$ cat src/rtl/dbg_inject_pkg.sv
package dbg_inject_pkg;
    localparam int OFS_STATUS = 'h00;
    localparam int OFS_CMD    = 'h04;
    localparam int OFS_INSTR0 = 'h08;
    localparam int OFS_INSTR1 = 'h0C;
    localparam int OFS_FAULT  = 'h10;

    localparam logic [7:0] OPC_START = 8'hA0;
    localparam logic [7:0] OPC_KILL  = 8'h01;

    localparam int FLT_OPERAND = 1;
    localparam int FLT_DBGINS  = 30;

    typedef enum logic [1:0] {
        SEQ_IDLE,
        SEQ_DEC,
        SEQ_ISS
    } seq_state_e;

    typedef enum logic [1:0] {
        DK_START,
        DK_KILL,
        DK_BADOPND,
        DK_BADINS
    } dec_kind_e;
endpackage

$ cat src/rtl/dbg_inject_regs.sv
module dbg_inject_regs
    import dbg_inject_pkg::*;
#(
    parameter int ADDR_W = 5
) (
    input  logic              clk,
    input  logic              rst_n,
    input  logic              wr_en,
    input  logic [ADDR_W-1:0] addr,
    input  logic [31:0]       wdata,
    input  logic              busy,
    input  logic [31:0]       fault,
    output logic [31:0]       rdata,
    output logic              cmd_fire,
    output logic [31:0]       fault_clr,
    output logic              thr_sel,
    output logic [2:0]        kill_ch,
    output logic [7:0]        op_byte,
    output logic [7:0]        arg_byte,
    output logic [31:0]       prog_addr
);
    typedef struct packed {
        logic [31:0] ins0;
        logic [31:0] ins1;
    } regs_t;

    regs_t r_d, r_q;

    logic sel_cmd, sel_i0, sel_i1, sel_flt;

    always_comb begin
        sel_cmd = (addr == ADDR_W'(OFS_CMD));
        sel_i0  = (addr == ADDR_W'(OFS_INSTR0));
        sel_i1  = (addr == ADDR_W'(OFS_INSTR1));
        sel_flt = (addr == ADDR_W'(OFS_FAULT));

        r_d = r_q;
        if (wr_en && !busy && sel_i0) r_d.ins0 = wdata;
        if (wr_en && !busy && sel_i1) r_d.ins1 = wdata;

        cmd_fire  = wr_en && sel_cmd && !busy && (wdata == 32'd0);
        fault_clr = (wr_en && sel_flt) ? wdata : 32'd0;

        unique case (1'b1)
            (addr == ADDR_W'(OFS_STATUS)): rdata = {31'd0, busy};
            sel_i0:                        rdata = r_q.ins0;
            sel_i1:                        rdata = r_q.ins1;
            sel_flt:                       rdata = fault;
            default:                       rdata = 32'd0;
        endcase
    end

    always_ff @(posedge clk) begin
        if (!rst_n) r_q <= '0;
        else        r_q <= r_d;
    end

    assign thr_sel   = r_q.ins0[0];
    assign kill_ch   = r_q.ins0[10:8];
    assign op_byte   = r_q.ins0[23:16];
    assign arg_byte  = r_q.ins0[31:24];
    assign prog_addr = r_q.ins1;


    instr_hold_chk: assert property (@(posedge clk) disable iff (!rst_n)
        busy |=> $stable(r_q));
endmodule

$ cat src/rtl/dbg_inject_decode.sv
module dbg_inject_decode
    import dbg_inject_pkg::*;
#(
    parameter int NCH = 8,
    localparam int CHW = (NCH > 1) ? $clog2(NCH) : 1
) (
    input  logic           thr_sel,
    input  logic [2:0]     kill_ch,
    input  logic [7:0]     op_byte,
    input  logic [7:0]     arg_byte,
    input  logic [NCH-1:0] chan_stopped,
    output dec_kind_e      kind,
    output logic [CHW-1:0] chan
);
    logic start_in_range, kill_in_range;

    always_comb begin
        start_in_range = (32'(arg_byte) < NCH);
        kill_in_range  = (32'(kill_ch) < NCH);
        kind = DK_BADINS;
        chan = '0;
        if (!thr_sel && op_byte == OPC_START) begin
            chan = arg_byte[CHW-1:0];
            if (start_in_range && chan_stopped[arg_byte[CHW-1:0]]) kind = DK_START;
            else                                                   kind = DK_BADOPND;
        end else if (thr_sel && op_byte == OPC_KILL) begin
            chan = kill_ch[CHW-1:0];
            kind = kill_in_range ? DK_KILL : DK_BADOPND;
        end
    end
endmodule

$ cat src/rtl/dbg_inject_seq.sv
module dbg_inject_seq
    import dbg_inject_pkg::*;
#(
    parameter int NCH = 8,
    localparam int CHW = (NCH > 1) ? $clog2(NCH) : 1
) (
    input  logic           clk,
    input  logic           rst_n,
    input  logic           cmd_fire,
    input  logic [31:0]    fault_clr,
    input  dec_kind_e      kind,
    input  logic [CHW-1:0] dec_chan,
    input  logic [31:0]    prog_addr,
    output logic           busy,
    output logic [31:0]    fault,
    output logic           start_o,
    output logic           kill_o,
    output logic [CHW-1:0] chan_o,
    output logic [31:0]    addr_o
);
    typedef struct packed {
        seq_state_e     st;
        logic           start;
        logic           kill;
        logic [CHW-1:0] chan;
        logic [31:0]    addr;
        logic [31:0]    flt;
    } seq_t;

    seq_t s_d, s_q;
    logic [31:0] flt_set;

    always_comb begin
        s_d     = s_q;
        flt_set = 32'd0;
        s_d.start = 1'b0;
        s_d.kill  = 1'b0;
        unique case (s_q.st)
            SEQ_IDLE: if (cmd_fire) s_d.st = SEQ_DEC;
            SEQ_DEC: begin
                s_d.st = SEQ_ISS;
                unique case (kind)
                    DK_START: begin
                        s_d.start = 1'b1;
                        s_d.chan  = dec_chan;
                        s_d.addr  = prog_addr;
                    end
                    DK_KILL: begin
                        s_d.kill = 1'b1;
                        s_d.chan = dec_chan;
                    end
                    DK_BADOPND: flt_set[FLT_OPERAND] = 1'b1;
                    default:    flt_set[FLT_DBGINS]  = 1'b1;
                endcase
            end
            default: s_d.st = SEQ_IDLE;
        endcase
        s_d.flt = (s_q.flt & ~fault_clr) | flt_set;
    end

    always_ff @(posedge clk) begin
        if (!rst_n) s_q <= '{st: SEQ_IDLE, start: 1'b0, kill: 1'b0,
                             chan: '0, addr: 32'd0, flt: 32'd0};
        else        s_q <= s_d;
    end

    assign busy    = (s_q.st != SEQ_IDLE);
    assign fault   = s_q.flt;
    assign start_o = s_q.start;
    assign kill_o  = s_q.kill;
    assign chan_o  = s_q.chan;
    assign addr_o  = s_q.addr;


    strobe_excl_chk: assert property (@(posedge clk) disable iff (!rst_n)
        !(start_o && kill_o));

    strobe_busy_chk: assert property (@(posedge clk) disable iff (!rst_n)
        (start_o || kill_o) |-> busy);

    start_pulse_chk: assert property (@(posedge clk) disable iff (!rst_n)
        start_o |=> !start_o);

    cmd_busy_chk: assert property (@(posedge clk) disable iff (!rst_n)
        cmd_fire |=> busy);

    dbgins_src_chk: assert property (@(posedge clk) disable iff (!rst_n)
        $rose(fault[FLT_DBGINS]) |-> $past(s_q.st == SEQ_DEC));
endmodule

$ cat src/rtl/dbg_inject_port.sv
module dbg_inject_port
    import dbg_inject_pkg::*;
#(
    parameter int NCH    = 8,
    parameter int ADDR_W = 5,
    localparam int CHW   = (NCH > 1) ? $clog2(NCH) : 1
) (
    input  logic              clk,
    input  logic              rst_n,
    input  logic              wr_en,
    input  logic [ADDR_W-1:0] addr,
    input  logic [31:0]       wdata,
    output logic [31:0]       rdata,
    input  logic [NCH-1:0]    chan_stopped,
    output logic              start_o,
    output logic              kill_o,
    output logic [CHW-1:0]    chan_o,
    output logic [31:0]       addr_o
);
    logic           busy, cmd_fire, thr_sel;
    logic [31:0]    fault, fault_clr, prog_addr;
    logic [2:0]     kill_ch;
    logic [7:0]     op_byte, arg_byte;
    dec_kind_e      kind;
    logic [CHW-1:0] dec_chan;

    dbg_inject_regs #(.ADDR_W(ADDR_W)) u_regs (
        .clk(clk), .rst_n(rst_n), .wr_en(wr_en), .addr(addr), .wdata(wdata),
        .busy(busy), .fault(fault), .rdata(rdata), .cmd_fire(cmd_fire),
        .fault_clr(fault_clr), .thr_sel(thr_sel), .kill_ch(kill_ch),
        .op_byte(op_byte), .arg_byte(arg_byte), .prog_addr(prog_addr)
    );

    dbg_inject_decode #(.NCH(NCH)) u_dec (
        .thr_sel(thr_sel), .kill_ch(kill_ch), .op_byte(op_byte),
        .arg_byte(arg_byte), .chan_stopped(chan_stopped),
        .kind(kind), .chan(dec_chan)
    );

    dbg_inject_seq #(.NCH(NCH)) u_seq (
        .clk(clk), .rst_n(rst_n), .cmd_fire(cmd_fire), .fault_clr(fault_clr),
        .kind(kind), .dec_chan(dec_chan), .prog_addr(prog_addr),
        .busy(busy), .fault(fault), .start_o(start_o), .kill_o(kill_o),
        .chan_o(chan_o), .addr_o(addr_o)
    );
endmodule

$ cat config.mk
export PLATFORM = sky130hd
export DESIGN_NAME = dbg_inject_port
export DESIGN_NICKNAME = d
export VERILOG_FILES = /design/src/rtl/dbg_inject_pkg.sv /design/src/rtl/dbg_inject_regs.sv /design/src/rtl/dbg_inject_decode.sv /design/src/rtl/dbg_inject_seq.sv /design/src/rtl/dbg_inject_port.sv
export SDC_FILE = /design/constraint.sdc
export NUM_CORES = 1
export LEC_CHECK = 0
export ABC_AREA = 1
export ABC_CLOCK_PERIOD_IN_PS = 1300
export BUFFER_PORTS_ARGS = -buffer_cell sky130_fd_sc_hd__buf_4
export CORE_UTILIZATION = 40
export CTS_BUF_LIST = sky130_fd_sc_hd__clkbuf_8 sky130_fd_sc_hd__clkbuf_16
export DETAILED_ROUTE_END_ITERATION = 12
export SYNTH_ARGS = -nofsm -noshare
export SYNTH_HDL_FRONTEND = slang
export SYNTH_SLANG_ARGS = --single-unit
$ cat constraint.sdc
create_clock -name clk -period 1.3 [get_ports clk]
set_clock_uncertainty 0.1 [all_clocks]
set_input_delay 0.065 -clock clk [delete_from_list [all_inputs] [get_ports clk]]
set_output_delay 0.065 -clock clk [all_outputs]
set_load 0.01 [all_outputs]
==> reports/results.txt <==
quantity of I/O buffers inserted on ports = 116
power per cell area = 962.1 nW/um^2
Final Setup Violations = 116
Num CTS Buffers = 17
CTS tree = built
met1 WL = 8882 um
fin cells = 1207
number of global-route vias before repair = 5588
number of fill cells = 1123
dominant cells by area after synthesis = dfxtp_1 45%, nand2_1 10%, nor2_1 7.7%
placed insts = 1097
Fin Setup TNS = -15.82 ns
Die Y-Extent = 124.4 um
#FFs+latches synth = 135
proportion of layout cells with a drive suffix above 1 = 0.4399
FMAX = 0.5929 GHz
Layout area overhead = 62.38%
Critical Path AT = 1.52 ns
DR pass1 iterations = 5
min Tclk post-route = 1.687 ns
Max Fanout on Critical Path = 2
Crit. End Element = output port
max_slew headroom = 0.6754
min-delay worst type = in2reg
met3 WL = 1231 um
syn nets = 861
max_cap viols = 0
Worst-Skew Late Latency = 0.42 ns
final hold vios = 0
fin crit share = 1.297
most frequent cells in the layout = 149 x buf_4, 122 x nand2_1, 107 x dfxtp_1
H-tree levels = 4
initial antenna violation count = 0
Mapped Cells = 813
outcome = finished, violations left
number of antenna diodes = 0
syn_area_per_cell = 7.372 um^2
DP Wirelength = 11970 um
FP Rows = 44
routed length per instance = 17.28 um
post-synth top area cell = dfxtp_1
Worst Tran Pin Value = 0.4824 ns
RSZ-0062 raised after global routing = true
die footprint = 15480 um^2
first-pass GRT wire length = 29330 um
nets = 1062
Final WS setup = -0.3867 ns
total wire length = 20860 um
Via density = 5.157
Die Wd = 124.4 um
register area = 2743 um^2
gr usage total = 0.2389
failing checks = setup timing
Synth Cell Area = 5993 um^2
# IOs = 117
yosys warns = 0
via count = 6225
core area = 14590 um^2
number of distinct library cells after synthesis = 28
Bufs on Longest Clock Path = 2
uppermost layer routed = met4
WP data required = 1.13 ns
final max-slew violation count = 0
sequential area share after synthesis = 0.4509
initial cell density of the core = 0.4108
Root Buffer = clkbuf_16
commonest non-fill, non-tap cell in the layout = buf_4
Residual DRC = 0
Iter 0 DRT Violations = 504
Setup CP Type = reg2out
antenna-violating nets left = 0
Multi-input gate area = 3186 um^2
total global routing overflow = 0
post-synth top area share = 0.4509
met2 WL = 10270 um
Peak VDD IR = 931.9 uV
CTS clk-pin slew, worst paths = 0.05 ns
largest net degree at the start of global routing = 42
Placer Congestion = 0.8017
Hold Worst Slack = 0.06074 ns
leak pwr = 0.004209 uW
CP startpoint kind = flop
Sink Count = 135
-- per-layer routing --
metal / global-route usage / vias to the layer above
met5: 0 / -
met4: 0.08292 / 0
met3: 0.05627 / 36
met2: 0.3838 / 215
met1: 0.3122 / 2954
li1: - / 3020
-- what timing repair did --
item | 4_1_cts | 5_1_grt
setup endpoints to repair | 136 | 136
cloned | 3 | 6
endpoints found under the hold margin | 96 | 0
setup buffers | 14 | 29
resized for setup | 111 | 216
hold buffers | 36 | 0
pin swaps | 41 | 60
-- registers in the layout, indices dropped and copies added (netlist names), 3 cells and up --
name and cells:
u_regs.op_byte 8, u_regs.kill_ch 3, u_seq.chan_o 3, u_regs.prog_addr 32
u_regs.r_q 12, u_regs.arg_byte 8, u_seq.fault 32, u_seq.addr_o 32
-- worst max-delay path, stage by stage (launching register included) --
cell and delay [ns]:
dfxtp_2 0.33, nor2_4 0.13, buf_4 0.13, nor3_2 0.03
a21oi_1 0.15, o211ai_1 0.15, buf_4 0.18
-- power breakdown --
| group | leakage, uW | internal [uW] | total, uW | switching [uW] |
|---|---|---|---|---|
| logic | 0.00283 | 345 | 744 | 398 |
| clock network | 0.000274 | 2700 | 4440 | 1740 |
| registers | 0.00110 | 4160 | 4180 | 21.2 |
-- cells by family after synthesis --
group / Yosys count / synth area share
DFF: 135 / 0.4509
and+or+nand+nor: 323 / 0.2205
AOI/OAI and AO/OA: 172 / 0.1777
buffers and inverters: 183 / 0.1509
-- per-stage QoR --
step	instance area [um^2]	total power, uW	utilization	setup slack, ns
4_1_cts	8667	9247	0.5941	-0.2927
6_report	9732	9363	0.6671	-0.3867
3_3_place_gp	7247	4745	0.4967	-0.3085
5_1_grt	9732	9594	0.6671	-0.4233
3_5_place_dp	7247	4744	0.4967	-0.3536
2_1_floorplan	6081	4451	-	-0.08504
-- cells in the mapped netlist, drive strengths merged --
master,n
o221ai,12
inv,101
o21ai,52
a211oi,45
buf,60
nor2,128
clkbuf,22
nor4,5
a21oi,44
nand3,15
dfxtp,135
nor3,7
o22ai,1
nand4,7
nand3b,1
o211ai,18
nand2,160
-- final cells by class --
cell class,instances,share of cell area
timing repair buffer,264,0.2702
multi-input combinational,495,0.3273
tap,184,0.02366
clock buffer,20,0.04796
inverter,101,0.04256
sequential,135,0.2818
clock inverter,8,0.006428
-- worst paths after layout --
| check | startpoint | to | slack, ns | depth (start not counted) |
|---|---|---|---|---|
| worst min register to register | u_seq.fault[2] | u_seq.fault[2] | 0.34 | 2 |
| worst min-delay path | wr_en | u_seq.s_q[69] | 0.06 | 5 |
| worst max-delay path | u_seq.s_q[69] | rdata[0] | -0.39 | 6 |
| worst max register to register | u_regs.thr_sel | u_seq.addr_o[1] | -0.30 | 9 |
Note: power is estimated with default switching activity, not from simulation.
